<file path="config.mk">
export PLATFORM = sky130hd
export DESIGN_NAME = btn_hold_classifier
export DESIGN_NICKNAME = d
export VERILOG_FILES = /design/src/rtl/btn_hold_pkg.sv /design/src/rtl/btn_debounce.sv /design/src/rtl/btn_hold_fsm.sv /design/src/rtl/btn_status_regs.sv /design/src/rtl/btn_hold_classifier.sv
export SDC_FILE = /design/constraint.sdc
export NUM_CORES = 1
export LEC_CHECK = 0
export ABC_AREA = 1
export CORE_MARGIN = 10
export CORE_UTILIZATION = 51
export CTS_CLUSTER_SIZE = 40
export DETAILED_ROUTE_END_ITERATION = 7
export GPL_TIMING_DRIVEN = 0
export PLACE_DENSITY = 0.71
export SKIP_CTS_REPAIR_TIMING = 1
export SLEW_MARGIN = 20
export SYNTH_ARGS = -nofsm -noshare
export SYNTH_HDL_FRONTEND = slang
export SYNTH_SLANG_ARGS = --single-unit
</file>
<file path="constraint.sdc">
create_clock -name clk -period 2.9 [get_ports clk]
set_clock_uncertainty 0.2 [all_clocks]
set_input_delay 0.435 -clock clk [delete_from_list [all_inputs] [get_ports clk]]
set_output_delay 0.435 -clock clk [all_outputs]
set_load 0.1 [all_outputs]
</file>
<file path="src/rtl/btn_hold_pkg.sv">
package btn_hold_pkg;

    typedef enum logic [1:0] {
        ST_IDLE   = 2'd0,
        ST_TIMING = 2'd1,
        ST_LOCKED = 2'd2
    } hold_state_t;

    localparam logic ADDR_STATUS = 1'b0;
    localparam logic ADDR_CTRL   = 1'b1;

    localparam int STAT_W = 2;
    localparam int CTRL_W = 4;

endpackage

</file>
<file path="src/rtl/btn_debounce.sv">
module btn_debounce #(
    parameter int DB_TICKS = 10
) (
    input  logic clk,
    input  logic rst_n,
    input  logic tick,
    input  logic btn_n,
    output logic pressed
);
    localparam int CW = $clog2(DB_TICKS + 1);

    logic          sync1, sync2;
    logic          raw_press;
    logic [CW-1:0] run_cnt;

    always_ff @(posedge clk or negedge rst_n) begin
        if (!rst_n) begin
            sync1 <= 1'b1;
            sync2 <= 1'b1;
        end else begin
            sync1 <= btn_n;
            sync2 <= sync1;
        end
    end

    assign raw_press = ~sync2;

    always_ff @(posedge clk or negedge rst_n) begin
        if (!rst_n) begin
            run_cnt <= '0;
            pressed <= 1'b0;
        end else if (raw_press == pressed) begin
            run_cnt <= '0;
        end else if (tick) begin
            if (run_cnt == CW'(DB_TICKS - 1)) begin
                pressed <= raw_press;
                run_cnt <= '0;
            end else begin
                run_cnt <= run_cnt + 1'b1;
            end
        end
    end

    AST_DB_TICK_ONLY: assert property (@(posedge clk) disable iff (!rst_n)
        !tick |=> $stable(pressed));

endmodule

</file>
<file path="src/rtl/btn_hold_fsm.sv">
module btn_hold_fsm
    import btn_hold_pkg::*;
#(
    parameter int SHORT_MIN  = 100,
    parameter int MED_UNIT   = 1000,
    parameter int LONG_TICKS = 15000
) (
    input  logic       clk,
    input  logic       rst_n,
    input  logic       tick,
    input  logic       pressed,
    input  logic [1:0] med_sel,
    output logic       short_pulse,
    output logic       med_pulse,
    output logic       long_pulse
);
    localparam int CW = $clog2(LONG_TICKS + 1);

    hold_state_t   state, nxt_state;
    logic [CW-1:0] cnt, nxt_cnt;
    logic [31:0]   med_limit;
    logic          go_short, go_med, go_long;

    assign med_limit = (32'(med_sel) + 32'd2) * 32'(MED_UNIT);

    always_comb begin
        nxt_state = state;
        nxt_cnt   = cnt;
        go_short  = 1'b0;
        go_med    = 1'b0;
        go_long   = 1'b0;
        unique case (state)
            ST_IDLE: begin
                if (pressed) begin
                    nxt_state = ST_TIMING;
                    nxt_cnt   = '0;
                end
            end
            ST_TIMING: begin
                if (!pressed) begin
                    nxt_state = ST_IDLE;
                    if (32'(cnt) >= med_limit) begin
                        go_med = 1'b1;
                    end else if (32'(cnt) > 32'(SHORT_MIN)) begin
                        go_short = 1'b1;
                    end
                end else if (tick) begin
                    if (32'(cnt) + 32'd1 == 32'(LONG_TICKS)) begin
                        go_long   = 1'b1;
                        nxt_state = ST_LOCKED;
                    end else begin
                        nxt_cnt = cnt + 1'b1;
                    end
                end
            end
            ST_LOCKED: begin
                if (!pressed) nxt_state = ST_IDLE;
            end
            default: nxt_state = ST_IDLE;
        endcase
    end

    always_ff @(posedge clk or negedge rst_n) begin
        if (!rst_n) begin
            state <= ST_IDLE;
            cnt   <= '0;
        end else begin
            state <= nxt_state;
            cnt   <= nxt_cnt;
        end
    end

    always_ff @(posedge clk or negedge rst_n) begin
        if (!rst_n) begin
            short_pulse <= 1'b0;
            med_pulse   <= 1'b0;
            long_pulse  <= 1'b0;
        end else begin
            short_pulse <= go_short;
            med_pulse   <= go_med;
            long_pulse  <= go_long;
        end
    end

    AST_ONE_OUTCOME: assert property (@(posedge clk) disable iff (!rst_n)
        $onehot0({short_pulse, med_pulse, long_pulse}));
    AST_CNT_BOUND: assert property (@(posedge clk) disable iff (!rst_n)
        32'(cnt) < 32'(LONG_TICKS));
    AST_LONG_SINGLE: assert property (@(posedge clk) disable iff (!rst_n)
        long_pulse |=> !long_pulse);
    AST_LOCKED_SILENT: assert property (@(posedge clk) disable iff (!rst_n)
        (state == ST_LOCKED) |=> (!short_pulse && !med_pulse));

endmodule

</file>
<file path="src/rtl/btn_status_regs.sv">
module btn_status_regs
    import btn_hold_pkg::*;
(
    input  logic              clk,
    input  logic              rst_n,
    input  logic              short_evt,
    input  logic              med_evt,
    input  logic              wr_en,
    input  logic              wr_addr,
    input  logic [CTRL_W-1:0] wr_data,
    input  logic              rd_addr,
    output logic [CTRL_W-1:0] rd_data,
    output logic [1:0]        med_sel,
    output logic              irq
);
    logic [STAT_W-1:0] status;
    logic [CTRL_W-1:0] ctrl;
    logic [STAT_W-1:0] set_vec, clr_vec;
    logic              stat_wr;

    assign stat_wr = wr_en && (wr_addr == ADDR_STATUS);
    assign set_vec = {med_evt, short_evt};
    assign clr_vec = stat_wr ? wr_data[STAT_W-1:0] : '0;

    always_ff @(posedge clk or negedge rst_n) begin
        if (!rst_n) begin
            status <= '0;
            ctrl   <= '0;
        end else begin
            status <= set_vec | (status & ~clr_vec);
            if (wr_en && (wr_addr == ADDR_CTRL)) ctrl <= wr_data;
        end
    end

    assign med_sel = ctrl[1:0];
    assign irq     = |(status & ctrl[3:2]);
    assign rd_data = (rd_addr == ADDR_CTRL) ? ctrl : {{(CTRL_W-STAT_W){1'b0}}, status};

    AST_SET_WINS: assert property (@(posedge clk) disable iff (!rst_n)
        short_evt |=> status[0]);
    AST_W1C_CLEARS: assert property (@(posedge clk) disable iff (!rst_n)
        (stat_wr && wr_data[0] && !short_evt) |=> !status[0]);
    AST_MED_STICKY: assert property (@(posedge clk) disable iff (!rst_n)
        (status[1] && !(stat_wr && wr_data[1])) |=> status[1]);

endmodule

</file>
<file path="src/rtl/btn_hold_classifier.sv">
module btn_hold_classifier #(
    parameter int DB_TICKS   = 10,
    parameter int SHORT_MIN  = 100,
    parameter int MED_UNIT   = 1000,
    parameter int LONG_TICKS = 15000
) (
    input  logic       clk,
    input  logic       rst_n,
    input  logic       tick_ms,
    input  logic       btn_n,
    input  logic       wr_en,
    input  logic       wr_addr,
    input  logic [3:0] wr_data,
    input  logic       rd_addr,
    output logic [3:0] rd_data,
    output logic       irq,
    output logic       sys_rst,
    output logic       force_off
);
    logic       pressed;
    logic       short_pulse, med_pulse, long_pulse;
    logic [1:0] med_sel;

    btn_debounce #(.DB_TICKS(DB_TICKS)) u_debounce (
        .clk     (clk),
        .rst_n   (rst_n),
        .tick    (tick_ms),
        .btn_n   (btn_n),
        .pressed (pressed)
    );

    btn_hold_fsm #(
        .SHORT_MIN  (SHORT_MIN),
        .MED_UNIT   (MED_UNIT),
        .LONG_TICKS (LONG_TICKS)
    ) u_fsm (
        .clk         (clk),
        .rst_n       (rst_n),
        .tick        (tick_ms),
        .pressed     (pressed),
        .med_sel     (med_sel),
        .short_pulse (short_pulse),
        .med_pulse   (med_pulse),
        .long_pulse  (long_pulse)
    );

    btn_status_regs u_regs (
        .clk       (clk),
        .rst_n     (rst_n),
        .short_evt (short_pulse),
        .med_evt   (med_pulse),
        .wr_en     (wr_en),
        .wr_addr   (wr_addr),
        .wr_data   (wr_data),
        .rd_addr   (rd_addr),
        .rd_data   (rd_data),
        .med_sel   (med_sel),
        .irq       (irq)
    );

    assign sys_rst   = long_pulse;
    assign force_off = long_pulse;

    AST_LONG_NO_IRQ_SET: assert property (@(posedge clk) disable iff (!rst_n)
        long_pulse |-> (!short_pulse && !med_pulse));

endmodule

</file>
==> out/qor.txt, run 1 <==
Synthesized Nets -> 344
Commonest cells post-synth -> 96 x nand2_1, 40 x inv_1, 32 x nand3_1, 30 x dfrtp_1, 29 x nor2_1
Max Cap Viol -> 0
Largest net degree at the start of global routing -> 33
Most area-consuming cells after synthesis -> dfrtp_1 33%, nand2_1 16%, ha_1 8.9%
Clk sinks -> 32
Worst hold endpoint -> u_debounce.sync2
Row count -> 24
Pint -> 797 uW
Slew @ Worst Pin -> 1.01 ns
Period utilization -> 89.4%
FFs w/ async S/R, synth -> 100%
Pre-CTS setup slack -> -0.0483 ns
Switching part of the total -> 30.2%
VDD IR max -> 305 uV
#FFs+latches synth -> 32
Required time worst endpoint -> 2.27 ns
Post-synth top area share -> 33.5%
P_sw -> 344 uW
Antenna violations before repair -> 0
Diode count -> 0
FMAX -> 0.386 GHz
1st-pass router iterations -> 5
Hold Path Cell Cnt -> 0
H-tree depth -> 2
WL met2 -> 2530 um
Clock root cell -> clkbuf_8
I/O pin count -> 18
Share of cells above drive strength 1 -> 7.85%
Clock Path Buffers -> 2
Post-synth EDFFs -> 0
Top routing layer in use -> met4
Hold wc startpoint -> u_debounce.sync1
Wl on met1 -> 2420 um
Vias in the first global route -> 1,933
Leak -> 0.00133 uW
Mapped Cells -> 317
Sequential share of power -> 43.5%
Remaining Overflow, GRT -> 0
Outcome -> completed
Setup TNS -> 0 ns
TritonCTS Buffers -> 5
Initial Utilization -> 52.2%
Start of the worst register-to-register path -> u_fsm.cnt[0]
Core Region -> 4290 um^2
Full die area -> 7450 um^2
RR Endpoint -> u_fsm.cnt[5]
Combinational share of power -> 18.4%
DRT antenna net count -> 0
PnR worst setup slack -> 0.309 ns
Detailed Route WL -> 5340 um
Die span in x -> 86.3 um
Number of DRC markers in iteration 0 -> 142
Cell Area, Synth -> 2240 um^2
Crit end category -> primary output
# nets final -> 370
Post-synth top area cell -> dfrtp_1
Power Dens Cells -> 436 nW/um^2
DR DRC count -> 0
DIE HEIGHT -> 86.3 um
Setup Crit Path Kind -> input pin to primary output
GRT Total Usage -> 14.6%
DR WL/cell -> 13.5 um
Area growth, synth to finish -> 16.9%
Worst-path clk slew -> 0.07 ns
Worst Reg-to-Reg Cells -> 13
Fin. Hold Viols -> 0
Max-slew headroom -> 32.7%
CP Launch Type -> input pin
Ys flop type -> dfrtp_1
Worst-path maximum fanout -> 6
Most frequent cell after synthesis -> nand2_1
Via/cell ratio -> 5.30
IO buf count -> 17
Min-delay worst type -> flop to flop
Worst endpoint data arrival time -> 1.96 ns
First-pass GRT wire length -> 8870 um
RSZ-0062 raised after global routing -> no
GP Congestion -> 0.938
CTS tree -> done
Max Slew Vio Count -> 0
Avg Synthesized Cell Area -> 7.07 um^2
Worst-Skew Late Latency -> 0.29 ns
Cell variety after synth -> 31
DPL Wire Length -> 3900 um
Metal3 WL -> 310 um
Minimum clock period -> 2.59 ns
Setup violators final -> 0
YS warnings -> 0
Sequential share of the synthesized area -> 35.8%
R2R setup slack -> 0.47 ns
Via Count -> 2,099
Clk pwr share -> 38.1%
==> layout by cell type, fill, tap and decap left out, drive strengths merged, types with 2 or more instances in the layout <==
cell type	netlist	final
nand4	7	7
buf	4	6
o21ai	14	14
nand3b	4	4
a21oi	10	10
clkdlybuf4s50	0	12
nand2	98	98
nor2	34	34
nor4	2	2
inv	42	42
o22ai	2	2
o21bai	2	2
nand3	33	33
dfstp	2	2
nor3	7	7
ha	16	16
xnor2	2	2
mux2	2	2
clkbuf	2	8
dlymetal6s2s	0	4
dfrtp	30	30
==> critical path, cell delays in order <==
cell,delay [ns]
clkdlybuf4s50_1,0.56
nand2_1,0.07
o21ai_1,0.09
dlymetal6s2s_1,0.79
==> layer usage <==
| layer | vias to the layer above | GRT usage [%] |
|---|---|---|
| met1 | 960 | 19.0 |
| met5 | - | 0 |
| met2 | 52 | 23.0 |
| met4 | 0 | 4.57 |
| met3 | 8 | 3.94 |
| li1 | 1079 | - |
==> flip-flops by register name, indices dropped and copies added (netlist names), 2 cells and up <==
name                cells
u_fsm.cnt              14
u_debounce.run_cnt      4
u_regs.ctrl             4
u_fsm.state             2
u_regs.status           2
==> stage by stage <==
step                total power, uW  instance area, um^2  hold slack (ns)  utilization, %  cells
finish                         1140                 2620            0.156            61.0    396
global route                   1200                 2620            0.162            61.0    396
CTS                            1150                 2600           -0.113            60.5    395
detailed placement              715                 2490            0.148            58.0    387
global placement                705                 2480            0.146            57.7    386
floorplan                       639                 2240          -0.0606               -    317
==> worst max-delay path by stage <==
stage / start / end / slack, ns
global placement: rd_addr / rd_data[0] / -0.04
CTS: rd_addr / rd_data[0] / -0.05
finish: rd_addr / rd_data[0] / 0.31
floorplan: rd_addr / rd_data[0] / 0.48
global route: u_regs.ctrl[2] / irq / 0.24
detailed placement: rd_addr / rd_data[0] / -0.05
==> area by class of cell <==
class / instances / area, um^2
plain buffers: 6 / 36.3
clock buffers: 6 / 72.6
clock inverters: 2 / 35.0
fillers: 408 / 1670
inverters: 42 / 158
multi-input cells: 237 / 1240
flip-flops and latches: 32 / 803
well taps: 52 / 65.1
repair buffers: 19 / 205
==> power groups by stage <==
stage	registers (uW)	logic [uW]	clock network (uW)
floorplan	498	142	0
global placement	504	201	0
detailed placement	504	211	0
CTS	496	211	442
global route	499	235	468
finish	496	210	435
==> kinds of logic (layout without fill, tap and decap cells) <==
group	Yosys count	count (layout)	share of synthesized area (%)
AOI/OAI and AO/OA	31	31	7.65
xor gates and xnor gates	3	3	1.17
adders and majority gates	16	16	8.93
buffers and inverters	48	75	8.65
DFF	32	32	35.8
muxes	2	2	1.00
and+or+nand+nor	185	185	36.8
No activity file was read; power rests on OpenSTA's default activity.
==> run 2, diff against run 1 <==
--- a/config.mk
+++ b/config.mk
@@ -6,12 +6,12 @@
 export NUM_CORES = 1
 export LEC_CHECK = 0
 export ABC_AREA = 1
+export CAP_MARGIN = 5
 export CORE_MARGIN = 10
-export CORE_UTILIZATION = 51
+export CORE_UTILIZATION = 45
 export CTS_CLUSTER_SIZE = 40
 export DETAILED_ROUTE_END_ITERATION = 7
 export GPL_TIMING_DRIVEN = 0
-export PLACE_DENSITY = 0.71
 export SKIP_CTS_REPAIR_TIMING = 1
 export SLEW_MARGIN = 20
 export SYNTH_ARGS = -nofsm -noshare
==> run 2 against run 1 <==
Net effect: clock power barely moved; worst hold slack barely moved; fmax increased by 0.94%; die area is 10% higher; wire length is essentially flat; utilization shrank 5.6 points; sequential share of layout area decreased by 0.35 points; largest cell class unchanged; highest routed layer unchanged.
==> out/qor.txt, run 2 (synthesis gave the netlist of run 1 again) <==
Worst-path clk slew -> 0.07 ns (about the same)
CP Launch Type -> flop
RSZ-0062 raised after global routing -> no
Detailed Route WL -> 5340 um (about the same)
Worst Setup SP -> u_regs.ctrl[2]
Pint -> 796 uW (about the same)
Clk sinks -> 32 (unchanged)
First-pass GRT wire length -> 9050 um (+2.0%)
Worst Reg-to-Reg Cells -> 13 (unchanged)
VDD IR max -> 220 uV (-28%)
CP bufs+invs -> 1 (-1)
Post-place instance area -> 2520 um^2 (+1.1%)
RR Endpoint -> u_fsm.cnt[11]
Minimum clock period -> 2.57 ns (-0.0242 ns)
P_sw -> 347 uW (+0.71%)
Leak -> 0.00133 uW (+0.17%)
Period utilization -> 88.5% (-0.84 points)
Required time worst endpoint -> 2.27 ns (about the same)
GP Congestion -> 0.889 (-5.3%)
Largest net degree at the start of global routing -> 22 (-33%)
Initial Utilization -> 46.8% (-5.4 points)
Full die area -> 8210 um^2 (+10%)
DPL Wire Length -> 4080 um (+4.4%)
FMAX -> 0.390 GHz (+0.94%)
Remaining Overflow, GRT -> 0 (unchanged)
Number of fill cells -> 488 (+20%)
Die span in x -> 90.6 um (+5.0%)
Worst-Skew Late Latency -> 0.29 ns (about the same)
Outcome -> completed
Family with the most delay on the worst path -> buffers and inverters
Sequential share of power -> 43.4% (about the same)
Via/cell ratio -> 5.02 (-5.3%)
DRT antenna net count -> 0 (unchanged)
Cell count along the critical path -> 2 (-2)
Min-delay worst type -> flop to flop
Row count -> 25 (+4.2%)
Vias in the first global route -> 1,861 (-3.7%)
1st-pass router iterations -> 4 (-1)
Max Slew Vio Count -> 0 (unchanged)
TritonCTS Buffers -> 5 (unchanged)
Commonest cells after routing, fill and taps aside -> 96 x nand2_1, 40 x inv_1, 32 x nand3_1
Worst endpoint data arrival time -> 1.93 ns (-0.03 ns)
Area growth, synth to finish -> 18.2%
Start of the worst register-to-register path -> u_fsm.cnt[0]
Biggest register -> u_fsm.cnt
Crit path cell chain -> a22o_1, clkdlybuf4s50_1
CP Capture Point -> irq
Antenna violations before repair -> 0 (unchanged)
DR WL/cell -> 13.0 um (-3.7%)
H-tree depth -> 2 (unchanged)
Total Power -> 1140 uW (+0.17%)
Clock Path Buffers -> 2 (unchanged)
Slowest cell on the critical path -> clkdlybuf4s50_1
Max Cap Viol -> 0 (unchanged)
Crit end category -> primary output
Fin. Hold Viols -> 0 (unchanged)
Largest regs -> u_fsm.cnt x14, u_debounce.run_cnt x4, u_regs.ctrl x4
Commonest non-fill, non-tap cell in the layout -> nand2_1
Power Dens Cells -> 431 nW/um^2 (-0.97%)
GRT Total Usage -> 13.3% (-1.3 points)
Post-route cell area -> 2650 um^2 (+1.1%)
Max-slew headroom -> 34.3% (+1.6 points)
Switching part of the total -> 30.3% (+0.16 points)
IO buf count -> 17 (unchanged)
Non-Filler Instances -> 411 (+3.8%)
Slowest stage delay, CP -> 1.13 ns (+0.34 ns)
I/O pin count -> 18 (unchanged)
Diode count -> 0 (unchanged)
DIE HEIGHT -> 90.6 um (+5.0%)
Setup violators final -> 0 (unchanged)
Slew @ Worst Pin -> 0.984 ns (-0.0237 ns)
# nets final -> 370 (unchanged)
Share of cells above drive strength 1 -> 8.14% (+0.29 points)
CTS tree -> done
Core Region -> 4790 um^2 (+11%)
Placed insts -> 402 (+3.9%)
R2R setup slack -> 0.46 ns (about the same)
Clk pwr share -> 38.3% (+0.2 points)
Combinational share of power -> 18.4% (about the same)
Clock root cell -> clkbuf_8
Number of DRC markers in iteration 0 -> 167 (+18%)
Via Count -> 2,064 (-1.7%)
Setup Crit Path Kind -> flop to primary output
Max reg flops -> 14 (unchanged)
Worst-path maximum fanout -> 3 (-3)
DR DRC count -> 0 (unchanged)
run 2: per-layer routing:
layer / global-route usage, % / wire [um]
met5: 0 / 0
met4: 3.71 / 64
met3: 2.74 / 341
met2: 20.2 / 2290
met1: 18.3 / 2640
run 2: worst min-delay path by stage:
stage | from | endpoint | slack, ns | cells past startpoint
2_1_floorplan | rst_n | u_debounce.pressed | -0.06 | 0
3_3_place_gp | u_debounce.sync1 | u_debounce.sync2 | 0.15 | 0
3_5_place_dp | u_debounce.sync1 | u_debounce.sync2 | 0.15 | 0
4_1_cts | rst_n | u_fsm.cnt[8] | -0.15 | 1
5_1_grt | u_debounce.sync1 | u_debounce.sync2 | 0.17 | 0
6_report | u_debounce.sync1 | u_debounce.sync2 | 0.16 | 0
run 2: cell type report:
type / instances / area (um^2) / share of cell area [%]
Multi-Input combinational cell: 237 / 1240 / 47.0
Sequential cell: 32 / 803 / 30.3
Timing Repair Buffer: 19 / 213 / 8.03
Inverter: 42 / 158 / 5.95
Tap cell: 67 / 83.8 / 3.16
Clock buffer: 5 / 68.8 / 2.60
Clock inverter: 3 / 42.5 / 1.61
Buffer: 6 / 36.3 / 1.37
run 2: power by group through the flow:
stage / clock, uW / combinational (uW) / sequential (uW)
floorplan: 0 / 142 / 498
global placement: 0 / 206 / 504
detailed placement: 0 / 211 / 505
CTS: 446 / 212 / 496
global route: 465 / 237 / 500
finish: 437 / 210 / 496
run 2: metrics by stage:
stage / utilization (%) / hold WS (ns) / setup WS, ns / setup TNS, ns
floorplan: - / -0.0606 / 0.480 / 0
global placement: 52.2 / 0.146 / -0.0412 / -0.0705
detailed placement: 52.6 / 0.147 / -0.0435 / -0.0731
CTS: 55.0 / -0.154 / -0.0458 / -0.0784
global route: 55.4 / 0.166 / 0.242 / 0
finish: 55.4 / 0.156 / 0.333 / 0
==> run 3, diff against run 2 <==
--- a/config.mk
+++ b/config.mk
@@ -13,6 +13,7 @@
 export DETAILED_ROUTE_END_ITERATION = 7
 export GPL_TIMING_DRIVEN = 0
 export SKIP_CTS_REPAIR_TIMING = 1
+export SKIP_LAST_GASP = 1
 export SLEW_MARGIN = 20
 export SYNTH_ARGS = -nofsm -noshare
 export SYNTH_HDL_FRONTEND = slang
==> results of run 3 <==
Final layout, timing and power as in run 2 (identical DEF).
